`src/rtl/dmf_pkg.sv`:
```
package dmf_pkg;

  // Tap weight: rises from the ends to the centre of an ntaps-long line.
  function automatic int tap_weight(input int ntaps, input int k);
    int d;
    d = 2 * k - (ntaps - 1);
    if (d < 0) d = -d;
    return ntaps - d;
  endfunction

  // Coefficient store indexed as bank*ntaps + tap.
  // Banks: 0/1 wideband shaping, 2 narrowband cosine, 3 narrowband sine.
  function automatic int coef_at(input int ntaps, input int addr);
    int bank, k, w;
    bank = addr / ntaps;
    k    = addr % ntaps;
    w    = tap_weight(ntaps, k);
    case (bank)
      0, 1: return 16 * w;
      2: return (k % 4 == 0) ? 8 * w : (k % 4 == 2) ? -8 * w : 0;
      default: return (k % 4 == 1) ? 8 * w : (k % 4 == 3) ? -8 * w : 0;
    endcase
  endfunction

  // Square of a sign-extended filter sample.
  function automatic logic [63:0] square_s(input logic signed [31:0] v);
    longint sv;
    sv = longint'(v);
    return 64'(sv * sv);
  endfunction

  typedef enum logic [1:0] {
    GAIN_HIGH = 2'd0,
    GAIN_LOW  = 2'd1,
    GAIN_NB   = 2'd2
  } gain_e;

endpackage

```
`src/rtl/dmf_coef_rom.sv`:
```
module dmf_coef_rom #(
  parameter int NTAPS = 32,
  parameter int CW    = 12,
  parameter int NBANK = 4,
  localparam int BW   = $clog2(NBANK)
) (
  input  logic [BW-1:0]       bank,
  output logic [NTAPS*CW-1:0] coefs
);
  import dmf_pkg::*;

  for (genvar t = 0; t < NTAPS; t++) begin : g_tap
    logic [CW-1:0] bank_val [NBANK];
    for (genvar b = 0; b < NBANK; b++) begin : g_bank
      assign bank_val[b] = CW'(coef_at(NTAPS, b * NTAPS + t));
    end
    assign coefs[t*CW +: CW] = bank_val[bank];
  end

endmodule

```
`src/rtl/dmf_fir.sv`:
```
module dmf_fir #(
  parameter int NTAPS = 32,
  parameter int CW    = 12,
  localparam int AW   = CW + $clog2(NTAPS) + 1
) (
  input  logic                 clk,
  input  logic                 rst_n,
  input  logic                 clear,
  input  logic                 shift_en,
  input  logic                 din,
  input  logic [NTAPS*CW-1:0]  coefs,
  output logic signed [AW-1:0] acc_o
);
  logic [NTAPS-1:0]     line_q;
  logic [NTAPS-1:0]     window;
  logic signed [AW-1:0] acc_next;

  assign window = {line_q[NTAPS-2:0], din};

  always_comb begin
    acc_next = '0;
    for (int k = 0; k < NTAPS; k++) begin
      if (window[k]) acc_next = acc_next + AW'(signed'(coefs[k*CW +: CW]));
      else           acc_next = acc_next - AW'(signed'(coefs[k*CW +: CW]));
    end
  end

  always_ff @(posedge clk or negedge rst_n) begin
    if (!rst_n) begin
      line_q <= '0;
      acc_o  <= '0;
    end else if (clear) begin
      line_q <= '0;
      acc_o  <= '0;
    end else if (shift_en) begin
      line_q <= window;
      acc_o  <= acc_next;
    end
  end

endmodule

```
`src/rtl/dmf_power_agc.sv`:
```
module dmf_power_agc #(
  parameter int          AW     = 18,
  parameter int          WIN    = 256,
  parameter int          PW     = 48,
  parameter logic [63:0] TH_UP  = 64'h1_0000_0000,
  parameter logic [63:0] TH_DN  = 64'h1000_0000,
  localparam int         WCW    = $clog2(WIN)
) (
  input  logic                 clk,
  input  logic                 rst_n,
  input  logic                 flush,
  input  logic                 mode_next,
  input  logic                 mode_nb,
  input  logic                 sample_valid,
  input  logic signed [AW-1:0] i_in,
  input  logic signed [AW-1:0] q_in,
  output logic [1:0]           gain,
  output logic                 win_end
);
  import dmf_pkg::*;

  logic [PW-1:0]  pacc_q;
  logic [WCW-1:0] wcnt_q;
  logic [PW-1:0]  energy;
  logic [PW-1:0]  total;
  gain_e          gain_q;
  logic [63:0]    e64;

  assign e64     = square_s(32'(i_in)) + square_s(32'(q_in));
  assign energy  = e64[PW-1:0];
  assign total   = pacc_q + energy;
  assign win_end = !flush && sample_valid && (wcnt_q == WCW'(WIN - 1));
  assign gain    = gain_q;

  always_ff @(posedge clk or negedge rst_n) begin
    if (!rst_n) begin
      pacc_q <= '0;
      wcnt_q <= '0;
      gain_q <= GAIN_HIGH;
    end else if (flush) begin
      pacc_q <= '0;
      wcnt_q <= '0;
      gain_q <= mode_next ? GAIN_NB : GAIN_HIGH;
    end else if (win_end) begin
      pacc_q <= '0;
      wcnt_q <= '0;
      if (!mode_nb) begin
        if (gain_q == GAIN_HIGH && total > TH_UP[PW-1:0])      gain_q <= GAIN_LOW;
        else if (gain_q == GAIN_LOW && total < TH_DN[PW-1:0]) gain_q <= GAIN_HIGH;
      end
    end else if (sample_valid) begin
      pacc_q <= total;
      wcnt_q <= wcnt_q + 1'b1;
    end
  end

  AST_GAIN_LEGAL: assert property (@(posedge clk) disable iff (!rst_n)
    gain != 2'd3);
  AST_GAIN_ONLY_AT_WINDOW: assert property (@(posedge clk) disable iff (!rst_n)
    (!win_end && !flush) |=> $stable(gain));

endmodule

```
`src/rtl/dual_mode_fir_pair.sv`:
```
module dual_mode_fir_pair #(
  parameter int          NTAPS = 32,
  parameter int          CW    = 12,
  parameter int          WIN   = 256,
  parameter int          PW    = 48,
  parameter logic [63:0] TH_UP = 64'h1_0000_0000,
  parameter logic [63:0] TH_DN = 64'h1000_0000,
  localparam int         AW    = CW + $clog2(NTAPS) + 1,
  localparam int         FW    = $clog2(NTAPS + 1)
) (
  input  logic                 clk,
  input  logic                 rst_n,
  input  logic                 nb_mode,
  input  logic                 in_valid,
  input  logic                 sd_bit0,
  input  logic                 sd_bit1,
  output logic                 out_valid,
  output logic signed [AW-1:0] i_data,
  output logic signed [AW-1:0] q_data,
  output logic [1:0]           gain_step
);
  logic          mode_q;
  logic          flush;
  logic          accept;
  logic [FW-1:0] fill_q;
  logic          din_a, din_b;
  logic [NTAPS*CW-1:0] coefs_a, coefs_b;
  logic          win_end;

  assign flush  = (nb_mode != mode_q);
  assign accept = in_valid && !flush;
  assign din_a  = sd_bit0;
  assign din_b  = mode_q ? sd_bit0 : sd_bit1;

  always_ff @(posedge clk or negedge rst_n) begin
    if (!rst_n) begin
      mode_q    <= 1'b0;
      fill_q    <= '0;
      out_valid <= 1'b0;
    end else if (flush) begin
      mode_q    <= nb_mode;
      fill_q    <= '0;
      out_valid <= 1'b0;
    end else begin
      out_valid <= accept && (fill_q >= FW'(NTAPS - 1));
      if (accept && fill_q < FW'(NTAPS)) fill_q <= fill_q + 1'b1;
    end
  end

  dmf_coef_rom #(.NTAPS(NTAPS), .CW(CW), .NBANK(4)) u_rom_a (
    .bank ({mode_q, 1'b0}), .coefs(coefs_a));
  dmf_coef_rom #(.NTAPS(NTAPS), .CW(CW), .NBANK(4)) u_rom_b (
    .bank ({mode_q, 1'b1}), .coefs(coefs_b));

  dmf_fir #(.NTAPS(NTAPS), .CW(CW)) u_fir_a (
    .clk(clk), .rst_n(rst_n), .clear(flush), .shift_en(accept),
    .din(din_a), .coefs(coefs_a), .acc_o(i_data));
  dmf_fir #(.NTAPS(NTAPS), .CW(CW)) u_fir_b (
    .clk(clk), .rst_n(rst_n), .clear(flush), .shift_en(accept),
    .din(din_b), .coefs(coefs_b), .acc_o(q_data));

  dmf_power_agc #(.AW(AW), .WIN(WIN), .PW(PW), .TH_UP(TH_UP), .TH_DN(TH_DN)) u_agc (
    .clk(clk), .rst_n(rst_n), .flush(flush), .mode_next(nb_mode),
    .mode_nb(mode_q), .sample_valid(out_valid), .i_in(i_data), .q_in(q_data),
    .gain(gain_step), .win_end(win_end));

  AST_VALID_NEEDS_SAMPLE: assert property (@(posedge clk) disable iff (!rst_n)
    out_valid |-> $past(in_valid));
  AST_FLUSH_BLANKS: assert property (@(posedge clk) disable iff (!rst_n)
    flush |=> !out_valid);
  AST_NB_GAIN_FIXED: assert property (@(posedge clk) disable iff (!rst_n)
    mode_q |-> gain_step == 2'd2);
  AST_WB_GAIN_CODES: assert property (@(posedge clk) disable iff (!rst_n)
    !mode_q |-> gain_step != 2'd2);

endmodule

```
`config.mk`:
```
export PLATFORM = sky130hd
export DESIGN_NAME = dual_mode_fir_pair
export DESIGN_NICKNAME = d
export VERILOG_FILES = /design/src/rtl/dmf_pkg.sv /design/src/rtl/dmf_coef_rom.sv /design/src/rtl/dmf_fir.sv /design/src/rtl/dmf_power_agc.sv /design/src/rtl/dual_mode_fir_pair.sv
export SDC_FILE = /design/constraint.sdc
export NUM_CORES = 2
export LEC_CHECK = 0
export ABC_AREA = 0
export BUFFER_PORTS_ARGS = -buffer_cell sky130_fd_sc_hd__buf_2
export CORE_ASPECT_RATIO = 0.75
export CORE_MARGIN = 2
export CORE_UTILIZATION = 41
export CTS_BUF_LIST = sky130_fd_sc_hd__clkbuf_4 sky130_fd_sc_hd__clkbuf_8
export DETAILED_ROUTE_END_ITERATION = 6
export SETUP_SLACK_MARGIN = 0.3
export SLEW_MARGIN = 10
export SYNTH_ARGS = -nofsm -noshare
export SYNTH_HDL_FRONTEND = slang
export SYNTH_SLANG_ARGS = --single-unit
```
`constraint.sdc`:
```
create_clock -name clk -period 22.6 [get_ports clk]
set_input_delay 0 -clock clk [delete_from_list [all_inputs] [get_ports clk]]
set_output_delay 0 -clock clk [all_outputs]
set_load 0.02 [all_outputs]
```
Word-level counts from Yosys, hierarchy flattened --
Cells that the tools add are included.
Storage, ports and cells: memory bits (read-only) 0, word-level logic and storage cells 449, bits in latches 0, flip-flop bits (word level) 164, RAM bits 0, input port bits 6, output and inout bits 39, memories 0
Cells by class: $add $sub $neg 130, bitwise gates (word level) 2, shift-type cells 0, magnitude comparators 6, reductions and logical operators 15, $mul 2, muxes and demuxes 280, div/mod/pow operators 0, equal/unequal tests 4
Operators with widths (count):
- 12-bit binary-select mux with 2-bit select | 64
- 12-bit 2-to-1 mux | 128
- 18-bit 2-to-1 mux | 68
- 18-bit by 12-bit adder with 18-bit output | 62
- 18-bit by 12-bit subtractor with 18-bit output | 62
- 48-bit 2-to-1 mux | 3
- 31-bit 2-to-1 mux | 4
- 48-bit adder | 2
- 18-bit by 18-bit multiplier with 36-bit output | 2
- 48-bit by 33-bit greater-than comparator with 1-bit output, second input constant | 1
- 48-bit by 29-bit < comparator with 1-bit output, second input constant | 1
- 1-bit by 12-bit subtractor with 13-bit output, first input constant | 2
- 8-bit 2-to-1 mux | 3
- 2-bit 2-to-1 mux | 6
- 6-bit 2-to-1 mux | 2
- 8-bit by 1-bit adder with 8-bit output, second input constant | 1
- 8-bit == test, second input constant | 1
- 1-bit logical AND | 7
- 6-bit by 1-bit adder with 6-bit output, second input constant | 1
- 3-bit >= comparator, second input constant | 2
- 6-bit by 5-bit >= comparator with 1-bit output, second input constant | 1
- 6-bit < comparator, second input constant | 1
- 2-bit inverter with 3-bit output | 2
- 2-bit nonzero test | 3
- 8 further kinds | 10

Longest topological paths before layout --
depth after elaboration 70, mapped depth 122, gate-level depth less buffers 119

Cells and area by module --
Synthesis repeated with hierarchy kept, for this count alone.
Second synthesis, totals: cells, all modules 12565, area, all modules 98258.0 µm²
By module, submodules not included:
- dmf_fir (u_fir_a) | times used 1, sequential area each 1226.2 µm², cells an instance 4430, area an instance 32630.0 µm²
- dmf_fir (u_fir_b) | times used 1, sequential area each 1226.2 µm², cells an instance 4449, area an instance 32558.7 µm²
- dmf_power_agc | times used 1, sequential area each 1451.4 µm², cells an instance 2877, area an instance 26937.1 µm²
- dmf_coef_rom | times used 2, sequential area each 0.0 µm², cells an instance 385, area an instance 2875.3 µm²
- dual_mode_fir_pair | times used 1, sequential area each 200.2 µm², cells an instance 39, area an instance 381.6 µm²

Worst setup path after synthesis --
OpenSTA, ideal clock, no wires.
kind register to register, start point register mode_q, end point register u_fir_b.acc_o[17], period minus slack after synthesis 22.875 ns, setup time 0.132 ns, path slack -0.275 ns, data arrival time 22.743 ns, data required time 22.468 ns, cell stages (with the launch flop) 116, path buffers 5, path through dfrtp_1 -> buf_2 -> clkbuf_1 -> clkbuf_1 -> clkbuf_1 -> clkbuf_1 -> nor2_1 -> ha_1 -> xor2_1 -> fa_1 -> ha_1 -> xor2_1 -> inv_1 -> fa_1 -> inv_1 -> ha_1 -> a21o_1 -> a211oi_1 -> [... 80 more ...] -> ha_1 -> or3_1 -> a2111oi_0 -> or3_1 -> xnor2_1 -> ha_1 -> xor2_1 -> ha_1 -> a21oi_1 -> xnor2_1 -> ha_1 -> a21o_1 -> a31oi_1 -> xnor2_1 -> xnor3_1 -> xnor3_1 -> mux2i_1 -> nor2_1
Between the ends: word-level cells in the longest chain between the ends 70, elaborated cells between the ends (all ways) 199, classes of those cells add/sub: 63; eq/ne: 1; mux: 131; bitwise: 1; reduce/logical: 3
Ends and longest elaborated chain:
- start: declaration | RTL line dual_mode_fir_pair.sv:22 | logic mode_q;
- start signal: assignment | RTL line dual_mode_fir_pair.sv:41 | mode_q <= nb_mode;
- 2-bit inverter with 3-bit output (not written as such) | RTL line dmf_coef_rom.sv:17 | assign coefs[t*CW +: CW] = bank_val[bank];
- 12-bit binary-select mux with 2-bit select | RTL line dmf_coef_rom.sv:17
- 12-bit 2-to-1 mux (not written as such) (2 in a row) | RTL line dmf_coef_rom.sv:17
- 1-bit by 12-bit subtractor with 13-bit output | RTL line dmf_fir.sv:24 | else acc_next = acc_next - AW'(signed'(coefs[k*CW +: CW]));
- 18-bit 2-to-1 mux | RTL line dmf_fir.sv:23 | if (window[k]) acc_next = acc_next + AW'(signed'(coefs[k*CW +: CW]));
- 18-bit by 12-bit subtractor with 18-bit output or 18-bit by 12-bit adder with 18-bit output (tied branches) | RTL line dmf_fir.sv:24, dmf_fir.sv:23
- 18-bit 2-to-1 mux | RTL line dmf_fir.sv:23
- 18-bit by 12-bit subtractor with 18-bit output or 18-bit by 12-bit adder with 18-bit output (tied branches) | RTL line dmf_fir.sv:24, dmf_fir.sv:23
- [... 53 more ...]
- 18-bit by 12-bit subtractor with 18-bit output or 18-bit by 12-bit adder with 18-bit output (tied branches) | RTL line dmf_fir.sv:24, dmf_fir.sv:23
- 18-bit 2-to-1 mux | RTL line dmf_fir.sv:23
- 18-bit by 12-bit subtractor with 18-bit output or 18-bit by 12-bit adder with 18-bit output (tied branches) | RTL line dmf_fir.sv:24, dmf_fir.sv:23
- 18-bit 2-to-1 mux | RTL line dmf_fir.sv:23
- 18-bit by 12-bit subtractor with 18-bit output or 18-bit by 12-bit adder with 18-bit output (tied branches) | RTL line dmf_fir.sv:24, dmf_fir.sv:23
- 18-bit 2-to-1 mux | RTL line dmf_fir.sv:23
- 18-bit 2-to-1 mux | RTL line dmf_fir.sv:35 | end else if (shift_en) begin
- 18-bit 2-to-1 mux | RTL line dmf_fir.sv:32 | end else if (clear) begin
- end signal: assignment | RTL line dmf_fir.sv:37 | acc_o <= acc_next;
- end: declaration | RTL line dmf_fir.sv:12 | output logic signed [AW-1:0] acc_o
Parallel ways exist; a longest one is shown, timed or not. The select of a mux whose other input is x is not followed. A chain may end at the register's enable or synchronous reset.

Worst setup path after layout --
Ends and elaborated chain as after synthesis.

==> results.cfg <==
[critical_path]
slowest_stage = dfrtp_4
cpMostUsedCell = ha_1
start_kind = flop
critPathBufInv = 6
rrSetupSlack_ns = 0.69
slowest_delay_ns = 0.52
worstSetupEndpointType = flop
critPathArrivalTime_ns = 22.37
path_class = flop to flop
crit_fanout = 6
path_delay_family = adder cells
crit_required_ns = 23.07

[placed_design]
dpl.hpwl_um = 99600
io_buffers = 36
gp_congestion = 0.843
dp_cells = 8067

[route]
routed_wl_um = 123000
avgViaCountPerCell = 5.25
drt-initial-drc-count = 2053
route.detailed.drc = 0
ant_nets = 0
drtPass1Iterations = 6
vias = 43100
wl_per_cell_um = 15.0

[layout]
final_common_cell = ha_1
multi_input_area_sq_um = 48600
layout_common_cells = 973 x ha_1, 748 x inv_1, 526 x xnor2_1
layout.nets = 7915
area_delta_synth_final_pct = 10.6
finalNonFillerCells = 8200
layout-drive-gt1-share = 0.0935
regArea_sq_um = 3710
nFillCells = 12700

[die]
start_util = 0.414
core_area_sq_um = 129000
die_h_um = 316
rows = 114
die_area_sq_um = 133000
die_w_um = 421
ios = 45

[grt]
grtUsageTotal = 0.183
grt_max_degree = 71
grt_pass1_vias = 41800
grt.overflow.total = 0
antenna_found_initial = 3
grt_pass1_wl_um = 204000

[sta]
setup_viol = 0
slew_viol_final = 0
finalCritPeriodShare = 0.969
worst_pin_slew_ns = 1.25
grt_setup_unrepaired = yes
max_freq_ghz = 0.0457
timing.setup.tns_ns = 0
final_hold_viol_count = 0
clock_skew_ns = 0.0368
finalCriticalPeriod_ns = 21.91
slew_headroom = 0.156

[logic_synthesis]
synth_top_area_frac = 0.239
synthArstFlopShare = 1.00
synth-edff-count = 0
ys_ff_latch = 148
syn_area_per_cell_sq_um = 8.44
yosysWarningCount = 0
synth_area_leader_cell = ha_1
seq_area_frac_synth = 0.0694
post_synth_num_cell_types = 75
synth_ff_type = dfrtp_1
syn_inst = 6325
synth_area_leaders = ha_1 24%, fa_1 17%, xnor2_1 9.4%
netlist_area_sq_um = 53400

[run]
cap_violations = 0

[cts]
clockBufferDepth = 2
clock_sinks = 148
insertion_delay_ns = 0.62
numCtsBuffers = 17
htreeDepth = 4
root_buffer = clkbuf_8
cts_tree = built
clkTransAtPathRegs_ns = 0.11

[outcome]
status = finished, final reports clean

[min_path]
hp-class = input port to flop
## synthesized netlist by cell type, types with 52 or more instances
master    count
a21o_1      208
a21oi_1     459
a31oi_1      64
and2_1      120
clkbuf_1     65
dfrtp_1     148
fa_1        444
ha_1       1021
inv_1       753
mux2i_1      97
nand2_1     297
nand2b_1    108
nand3_1      65
nor2_1      488
nor2b_1     112
nor3_1      127
o21a_1       52
o21ai_0     240
o21bai_1    127
xnor2_1     571
xor2_1      234
## through the flow
| step | worst slack, ns | utilization | cell area [sq um] | hold slack [ns] |
|---|---|---|---|---|
| final | 0.695 | 0.458 | 59000 | 0.393 |
| after global routing | -0.432 | 0.458 | 59000 | 0.374 |
| after CTS | 0.311 | 0.438 | 56500 | 0.356 |
| after detailed placement | -0.432 | 0.433 | 55800 | -0.00488 |
| after global placement | 0.108 | 0.433 | 55800 | -0.00630 |
| after floorplan | 0.130 | - | 53400 | -0.296 |
## state kept, by name (all words and copies together) (netlist names)
register / cells
u_agc.wcnt_q: 8
u_fir_b.line_q: 31
mode_q: 1
out_valid: 1
u_agc.gain: 2
u_fir_a.line_q: 31
fill_q: 6
u_agc.pacc_q: 40
u_fir_b.acc_o: 14
u_fir_a.acc_o: 14
## metal layers
metal | global-route usage | share of wire | vias up
met5 | 0 | 0.00011 | -
met4 | 0.0225 | 0.0072 | 2
met3 | 0.0216 | 0.035 | 60
met2 | 0.286 | 0.44 | 516
met1 | 0.277 | 0.52 | 20600
li1 | - | - | 21900
## worst reg2reg max path: cells and delay by family (launching register included)
kind            cells  cell delay [ns]
simple gates       26             2.61
compound gates     32             4.62
fa+ha+maj          32            10.42
buf+inv             6             0.77
flops               1             0.52
mux                 1             0.14
xor+xnor           17             2.69
## final cells by class
class	count	area share
repair buffers	181	0.0226
inverters	755	0.0481
multi-input cells	5341	0.823
clock inverters	14	0.00265
clock buffers	18	0.00420
diodes	3	0.000127
well taps	1740	0.0369
flip-flops and latches	148	0.0628
## logic make-up (layout without fill, tap and decap cells)
kind of cell,count (synthesis),count (layout),share of synthesized area
DFF,148,148,0.0694
and+or+nand+nor,1548,1548,0.142
buffers and inverters,844,968,0.0600
adders and majority gates,1465,1465,0.406
other,1,12,0.0000703
muxes,100,100,0.0188
xor gates and xnor gates,815,815,0.136
AOI/OAI and AO/OA,1404,1404,0.167
## timing repair
item                       in CTS  in global routing
hold buffers                    9                  0
setup endpoints to repair       3                 10
resized for setup              41                376
pin swaps                      18                291
hold endpoints to repair      130                  0
buffers inserted               11                 78
## path summary, 6_finish.rpt
check | start | end | depth (start not counted)
max in group asynchronous | rst_n | mode_q | 5
worst max-delay path | mode_q | u_fir_b.acc_o[17] | 114
worst max register to register | mode_q | u_fir_b.acc_o[17] | 114
worst min register to register | u_agc.pacc_q[47] | u_agc.pacc_q[47] | 2
worst min-delay path | nb_mode | mode_q | 3
min in group asynchronous | rst_n | u_agc.pacc_q[10] | 4
Power is not shown: default switching activity piles up to over one toggle a cycle in this logic, so the estimate is an artifact.
